## src/rtl/bw_pkg.sv

```systemverilog
package bw_pkg;

    typedef enum logic {
        BUS_FREE = 1'b0,
        BUS_HELD = 1'b1
    } bus_st_t;

    typedef enum logic {
        HANG_CLEAR = 1'b0,
        HANG_SET   = 1'b1
    } hang_st_t;

    typedef struct packed {
        logic start;
        logic stop;
        logic scl_fall;
    } line_ev_t;

endpackage

```

## src/rtl/bw_line_edges.sv

```systemverilog
module bw_line_edges
    import bw_pkg::*;
(
    input  logic     clk,
    input  logic     rst_n,
    input  logic     samp_en,
    input  logic     scl_s,
    input  logic     sda_s,
    output line_ev_t ev
);
    logic scl_q, sda_q;

    always_ff @(posedge clk or negedge rst_n) begin
        if (!rst_n) begin
            scl_q <= 1'b1;
            sda_q <= 1'b1;
        end else if (samp_en) begin
            scl_q <= scl_s;
            sda_q <= sda_s;
        end
    end

    always_comb begin
        ev.start    = samp_en & scl_q & scl_s &  sda_q & ~sda_s;
        ev.stop     = samp_en & scl_q & scl_s & ~sda_q &  sda_s;
        ev.scl_fall = samp_en & scl_q & ~scl_s;
    end


    cond_needs_sample_chk: assert property (@(posedge clk) disable iff (!rst_n)
        !samp_en |-> !(ev.start || ev.stop || ev.scl_fall));

endmodule

```

## src/rtl/bw_bus_tracker.sv

```systemverilog
module bw_bus_tracker
    import bw_pkg::*;
(
    input  logic     clk,
    input  logic     rst_n,
    input  logic     dis,
    input  line_ev_t ev,
    input  logic     clr_start,
    input  logic     clr_stop,
    output logic     busy,
    output logic     start_flag,
    output logic     stop_flag
);
    bus_st_t st_q, st_d;

    always_comb begin
        st_d = st_q;
        unique case (st_q)
            BUS_FREE: if (ev.start) st_d = BUS_HELD;
            BUS_HELD: if (ev.stop)  st_d = BUS_FREE;
            default:  st_d = BUS_FREE;
        endcase
        if (dis) st_d = BUS_FREE;
    end

    always_ff @(posedge clk or negedge rst_n) begin
        if (!rst_n) st_q <= BUS_FREE;
        else        st_q <= st_d;
    end

    always_ff @(posedge clk or negedge rst_n) begin
        if (!rst_n) begin
            start_flag <= 1'b0;
            stop_flag  <= 1'b0;
        end else if (dis) begin
            start_flag <= 1'b0;
            stop_flag  <= 1'b0;
        end else begin
            start_flag <= ev.start | (start_flag & ~clr_start);
            stop_flag  <= ev.stop  | (stop_flag  & ~clr_stop);
        end
    end

    assign busy = (st_q == BUS_HELD);


    start_sets_busy_chk: assert property (@(posedge clk) disable iff (!rst_n)
        (ev.start && !dis) |=> (busy && start_flag));

    stop_frees_bus_chk: assert property (@(posedge clk) disable iff (!rst_n)
        (ev.stop && !dis) |=> (!busy && stop_flag));

    start_sticky_chk: assert property (@(posedge clk) disable iff (!rst_n)
        (start_flag && !clr_start && !dis) |=> start_flag);

    disable_idle_chk: assert property (@(posedge clk) disable iff (!rst_n)
        dis |=> (!busy && !start_flag && !stop_flag));

endmodule

```

## src/rtl/bw_hang_watch.sv

```systemverilog
module bw_hang_watch
    import bw_pkg::*;
#(
    parameter int CNT_W = 4
) (
    input  logic     clk,
    input  logic     rst_n,
    input  logic     dis,
    input  logic     samp_en,
    input  logic     scl_s,
    input  logic     sda_s,
    input  line_ev_t ev,
    output logic     hang
);
    localparam logic [CNT_W-1:0] CNT_MAX = {CNT_W{1'b1}};

    logic [CNT_W-1:0] cnt_q;
    hang_st_t         st_q, st_d;
    logic             full_low;

    assign full_low = samp_en & scl_s & ~sda_s & (cnt_q == CNT_MAX);

    always_ff @(posedge clk or negedge rst_n) begin
        if (!rst_n)                    cnt_q <= '0;
        else if (dis || ev.scl_fall)   cnt_q <= '0;
        else if (samp_en && scl_s && cnt_q != CNT_MAX)
                                       cnt_q <= cnt_q + 1'b1;
    end

    always_comb begin
        st_d = st_q;
        unique case (st_q)
            HANG_CLEAR: if (full_low) st_d = HANG_SET;
            HANG_SET:   if (ev.scl_fall || ev.stop) st_d = HANG_CLEAR;
            default:    st_d = HANG_CLEAR;
        endcase
        if (dis) st_d = HANG_CLEAR;
    end

    always_ff @(posedge clk or negedge rst_n) begin
        if (!rst_n) st_q <= HANG_CLEAR;
        else        st_q <= st_d;
    end

    assign hang = (st_q == HANG_SET);


    cnt_saturate_chk: assert property (@(posedge clk) disable iff (!rst_n)
        (cnt_q == CNT_MAX && !dis && !ev.scl_fall) |=> (cnt_q == CNT_MAX));

    hang_cause_chk: assert property (@(posedge clk) disable iff (!rst_n)
        $rose(hang) |-> $past(samp_en && scl_s && !sda_s));

    hang_release_chk: assert property (@(posedge clk) disable iff (!rst_n)
        ((ev.scl_fall || ev.stop) && !dis) |=> (!hang && (cnt_q == '0 || !ev.scl_fall)));

endmodule

```

## src/rtl/i2c_bus_watch.sv

```systemverilog
module i2c_bus_watch
    import bw_pkg::*;
#(
    parameter int CNT_W  = 4,
    parameter int NUM_EV = 2
) (
    input  logic              clk,
    input  logic              rst_n,
    input  logic              mon_off,
    input  logic              samp_en,
    input  logic              scl_s,
    input  logic              sda_s,
    input  logic              clr_start,
    input  logic              clr_stop,
    input  logic [NUM_EV-1:0] irq_en,
    output logic              busy,
    output logic              start_flag,
    output logic              stop_flag,
    output logic              hang,
    output logic              irq
);
    line_ev_t          ev;
    logic [NUM_EV-1:0] ev_flags;
    logic [NUM_EV-1:0] masked;

    bw_line_edges u_edges (
        .clk     (clk),
        .rst_n   (rst_n),
        .samp_en (samp_en),
        .scl_s   (scl_s),
        .sda_s   (sda_s),
        .ev      (ev)
    );

    bw_bus_tracker u_track (
        .clk        (clk),
        .rst_n      (rst_n),
        .dis        (mon_off),
        .ev         (ev),
        .clr_start  (clr_start),
        .clr_stop   (clr_stop),
        .busy       (busy),
        .start_flag (start_flag),
        .stop_flag  (stop_flag)
    );

    bw_hang_watch #(.CNT_W(CNT_W)) u_hang (
        .clk     (clk),
        .rst_n   (rst_n),
        .dis     (mon_off),
        .samp_en (samp_en),
        .scl_s   (scl_s),
        .sda_s   (sda_s),
        .ev      (ev),
        .hang    (hang)
    );

    assign ev_flags = {stop_flag, start_flag};

    for (genvar g = 0; g < NUM_EV; g++) begin : g_mask
        assign masked[g] = ev_flags[g] & irq_en[g];
    end

    assign irq = |masked;


    irq_source_chk: assert property (@(posedge clk) disable iff (!rst_n)
        irq |-> (start_flag || stop_flag));

endmodule

```

## config.mk

```make
export PLATFORM = sky130hd
export DESIGN_NAME = i2c_bus_watch
export DESIGN_NICKNAME = d
export VERILOG_FILES = /design/src/rtl/bw_pkg.sv /design/src/rtl/bw_line_edges.sv /design/src/rtl/bw_bus_tracker.sv /design/src/rtl/bw_hang_watch.sv /design/src/rtl/i2c_bus_watch.sv
export SDC_FILE = /design/constraint.sdc
export NUM_CORES = 1
export LEC_CHECK = 0
export ABC_AREA = 1
export CORE_MARGIN = 8
export CORE_UTILIZATION = 35
export CTS_CLUSTER_DIAMETER = 80
export DETAILED_ROUTE_END_ITERATION = 16
export PLACE_DENSITY = 0.69
export SYNTH_ARGS = -nofsm -noshare
export SYNTH_HDL_FRONTEND = slang
export SYNTH_SLANG_ARGS = --single-unit
export TNS_END_PERCENT = 10
```

## constraint.sdc

```tcl
create_clock -name clk -period 1.09 [get_ports clk]
set_input_delay 0.1635 -clock clk [delete_from_list [all_inputs] [get_ports clk]]
set_output_delay 0.1635 -clock clk [all_outputs]
set_load 0.05 [all_outputs]
```

==> key figures, run 1 <==
Run status
  • Status: complete, but fails checks
  • Failing checks: negative setup slack

Routing
  • DR WL met3: 84 um
  • Wire length on met1: 548 um
  • Post-route ant nets: 0
  • 1st-iter DRT viols: 5
  • Post-Route WL: 1.21 mm
  • Pre-antenna DRT Iters: 4
  • Wire length per cell: 11.6 um
  • DR vias: 499
  • Vias per cell: 4.75
  • Max Used Layer: met4
  • Met2 WL: 552 um
  • DRC: 0

Setup path
  • R2r worst-path depth: 6
  • Arr. time, crit path: 1050 ps
  • CP max FO: 2
  • Critical path depth in cells: 2
  • CP delay by family, top: flip-flops
  • Crit-path slowest cell: dfrtp_2
  • End of the worst register-to-register path: u_hang.cnt_q[0]
  • Worst R2R Setup Slack: 20 ps
  • Crit. Startpoint: u_track.start_flag
  • Crit path to: irq
  • Crit path largest cell delay: 400 ps
  • Critical path class: reg2out
  • RR Startpoint: u_hang.cnt_q[0]
  • Type of element launching the critical path: flip-flop
  • Sum of buffers and inverters on the critical path: 1
  • CP required: 930 ps
  • CP Capture Type: output pin
  • Crit path cell chain: a22o_4 -> buf_12

Synth
  • Synth Warn #: 0
  • Synth top area cells: dfrtp_1 37%, dfstp_2 9.7%, nand2_1 7.6%
  • Syn Inst Count: 62
  • Register bit count reported by yosys: 10
  • Post-synthesis adder-cell area fraction: 0.0231
  • XOR/XNOR Fraction of Synth Area: 0.0162
  • Synth cell types: 20
  • Yosys top cell by area: dfrtp_1
  • Mux share of post-synthesis cell area: 0
  • Compound-cell area share of the yosys netlist: 0.109
  • Share of the synthesized area in the top cell type: 0.370
  • Mapped cell area: 542 um2
  • Syn nets: 73
  • Register area share after synthesis: 0.467
  • Avg Synthesized Cell Area: 8.74 um2
  • Largest family of logic cells by synthesized area: simple AND/OR/NAND/NOR gates
  • Simple-gate share of the synthesized area: 0.321

Timing
  • Endpoints failing setup: 3
  • Final Hold Fails: 0
  • FMAX: 823 MHz
  • Final Skew: 13.9 ps
  • RSZ-0062 raised after global routing: true
  • Final Cycle Share: 1.12
  • Worst slew margin: 0.830
  • Final setup slack of the worst path: -126 ps
  • Final min period: 1220 ps
  • Slew Limit Fails: 0
  • Worst slew pin tran: 254 ps

Final layout
  • Non-Filler Instances: 105
  • Reg area: 255 um2
  • Layout cells sized above 1: 0.461
  • N_diodes: 0
  • Filler cells: 131
  • Layout Utilization: 0.602
  • Multi-input logic area: 288 um2
  • Final Net Count: 101
  • Area Growth Syn to Fin: 63.5%

Placement
  • PortBufs: 14
  • Pre-CTS WS: -175 ps
  • Inst Count DP: 100
  • Post-DP HPWL: 913 um
  • Routability congestion estimate: 0.858

Power and ir drop
  • Pwr/cell area: 932 nW/um2
  • NetSw: 210 uW
  • Leakage: 0.397 nW
  • Clock power frac: 0.322
  • Int Pwr: 615 uW
  • VDD IR max: 672 uV
  • Sequential power share: 0.487
  • Share of total power in combinational logic: 0.190
  • Switching part of the total: 0.255

Worst hold path
  • Worst hold path class: in2async

Run
  • Max-Cap Viols: 0

CTS
  • Clock sinks: 10
  • CTS max path bufs: 2
  • Clk slew on worst S/H paths: 70 ps
  • CTS tree: built
  • Clock latency on the worst-skew pair: 270 ps
  • CTS root buf: clkbuf_4
  • Num CTS Buffers: 3
  • Depth of the CTS H-tree: 1
  • # hold bufs at CTS: 0

Global routing
  • Vias in the first global route: 521
  • Initial antenna violation count: 0
  • First-pass GRT wire length: 2.13 mm
  • GR Overflow Total: 0
  • GRT Util Overall: 0.0830
  • Maximum number of pins on one net before global-route repair: 11

Die
  • Initial Util: 0.368
  • Die area: 3060 um2
  • Die W: 55.3 um
  • Die Height: 55.3 um
  • Row count: 14
  • Std-Cell Core Area: 1470 um2
  • # IOs: 15
power by group through the flow:
| stage | combinational (mW) | sequential [mW] | clock (mW) |
|---|---|---|---|
| 6_report | 0.157 | 0.402 | 0.266 |
| 4_1_cts | 0.156 | 0.400 | 0.272 |
| 2_1_floorplan | 0.0503 | 0.415 | 0 |
| 3_5_place_dp | 0.150 | 0.407 | 0 |
| 5_1_grt | 0.175 | 0.404 | 0.298 |
| 3_3_place_gp | 0.148 | 0.406 | 0 |
worst register-to-register path, delay by kind of cell, from the launching register on:
family        cells  cell delay (ps)
fa+ha+maj         1              170
buf+inv           1               50
flops             1              410
simple gates      4              330
what timing repair did:
| item | 4_1_cts | 5_1_grt |
|---|---|---|
| pin swaps | 1 | 1 |
| setup buffers | 1 | 0 |
| resized for setup | 5 | 2 |
| setup endpoints to repair | 6 | 8 |
cell usage after synthesis, drive strengths merged:
cell and count:
nand2 13, nor2 12, dfrtp 8, inv 8, nand3 7, a21oi 5
dfstp 2, o21ai 2, a22o 1, clkinv 1, ha 1, nand3b 1
xor2 1
through the flow:
step	area (um2)	power (mW)	setup TNS (ps)	hold slack [ps]
5_1_grt	886	0.877	-384	189
3_3_place_gp	816	0.554	-1020	473
3_5_place_dp	816	0.557	-1160	473
2_1_floorplan	546	0.465	0	-132
6_report	886	0.826	-146	181
4_1_cts	873	0.828	-176	192
final cells by class:
cell class | count | area share
clock buffer | 4 | 0.0297
tap | 16 | 0.0226
sequential | 10 | 0.288
timing repair buffer | 23 | 0.295
inverter | 9 | 0.0395
multi-input combinational | 43 | 0.325
flip-flops by register name, summed over array words and instances (netlist names):
signal,count
u_hang.cnt_q,4
u_edges.scl_q,1
u_edges.sda_q,1
u_hang.hang,1
u_track.busy,1
u_track.start_flag,1
u_track.stop_flag,1
per-layer routing:
metal | track usage | vias up
li1 | - | 252
met1 | 0.0901 | 227
met2 | 0.131 | 15
met3 | 0.0274 | 5
met4 | 0.0599 | 0
met5 | 0 | -
worst min-delay path by stage:
stage,to
2_1_floorplan,u_hang.cnt_q[0]
3_3_place_gp,u_hang.cnt_q[2]
3_5_place_dp,u_hang.cnt_q[3]
4_1_cts,u_hang.cnt_q[3]
5_1_grt,u_hang.cnt_q[3]
6_report,u_hang.cnt_q[2]
layout by cell type (no fill, tap or decap), drive strengths merged, types with 2 or more instances in the layout:
cell type / Yosys / routed
buf: 0 / 14
nand2: 13 / 13
nor2: 12 / 12
clkdlybuf4s50: 0 / 9
inv: 8 / 8
dfrtp: 8 / 8
nand3: 7 / 7
a21oi: 5 / 5
clkbuf: 0 / 4
dfstp: 2 / 2
o21ai: 2 / 2
kinds of logic after synthesis:
family / count (synthesis)
and+or+nand+nor: 33
DFF: 10
buffers and inverters: 9
AOI/OAI and AO/OA: 8
xor gates and xnor gates: 1
adders and majority gates: 1
No activity file was read; power rests on OpenSTA's default activity.
==> inputs of run 2 (changes only) <==
SLEW_MARGIN = 20   (was unset)
==> results of run 2 <==
Same layout as run 1: the final DEF is identical, and so are final timing and power.
==> inputs of run 3 (changes only) <==
CTS_CLUSTER_SIZE = 14   (was unset)
==> results of run 3 <==
Same layout as run 1: the final DEF is identical, and so are final timing and power.
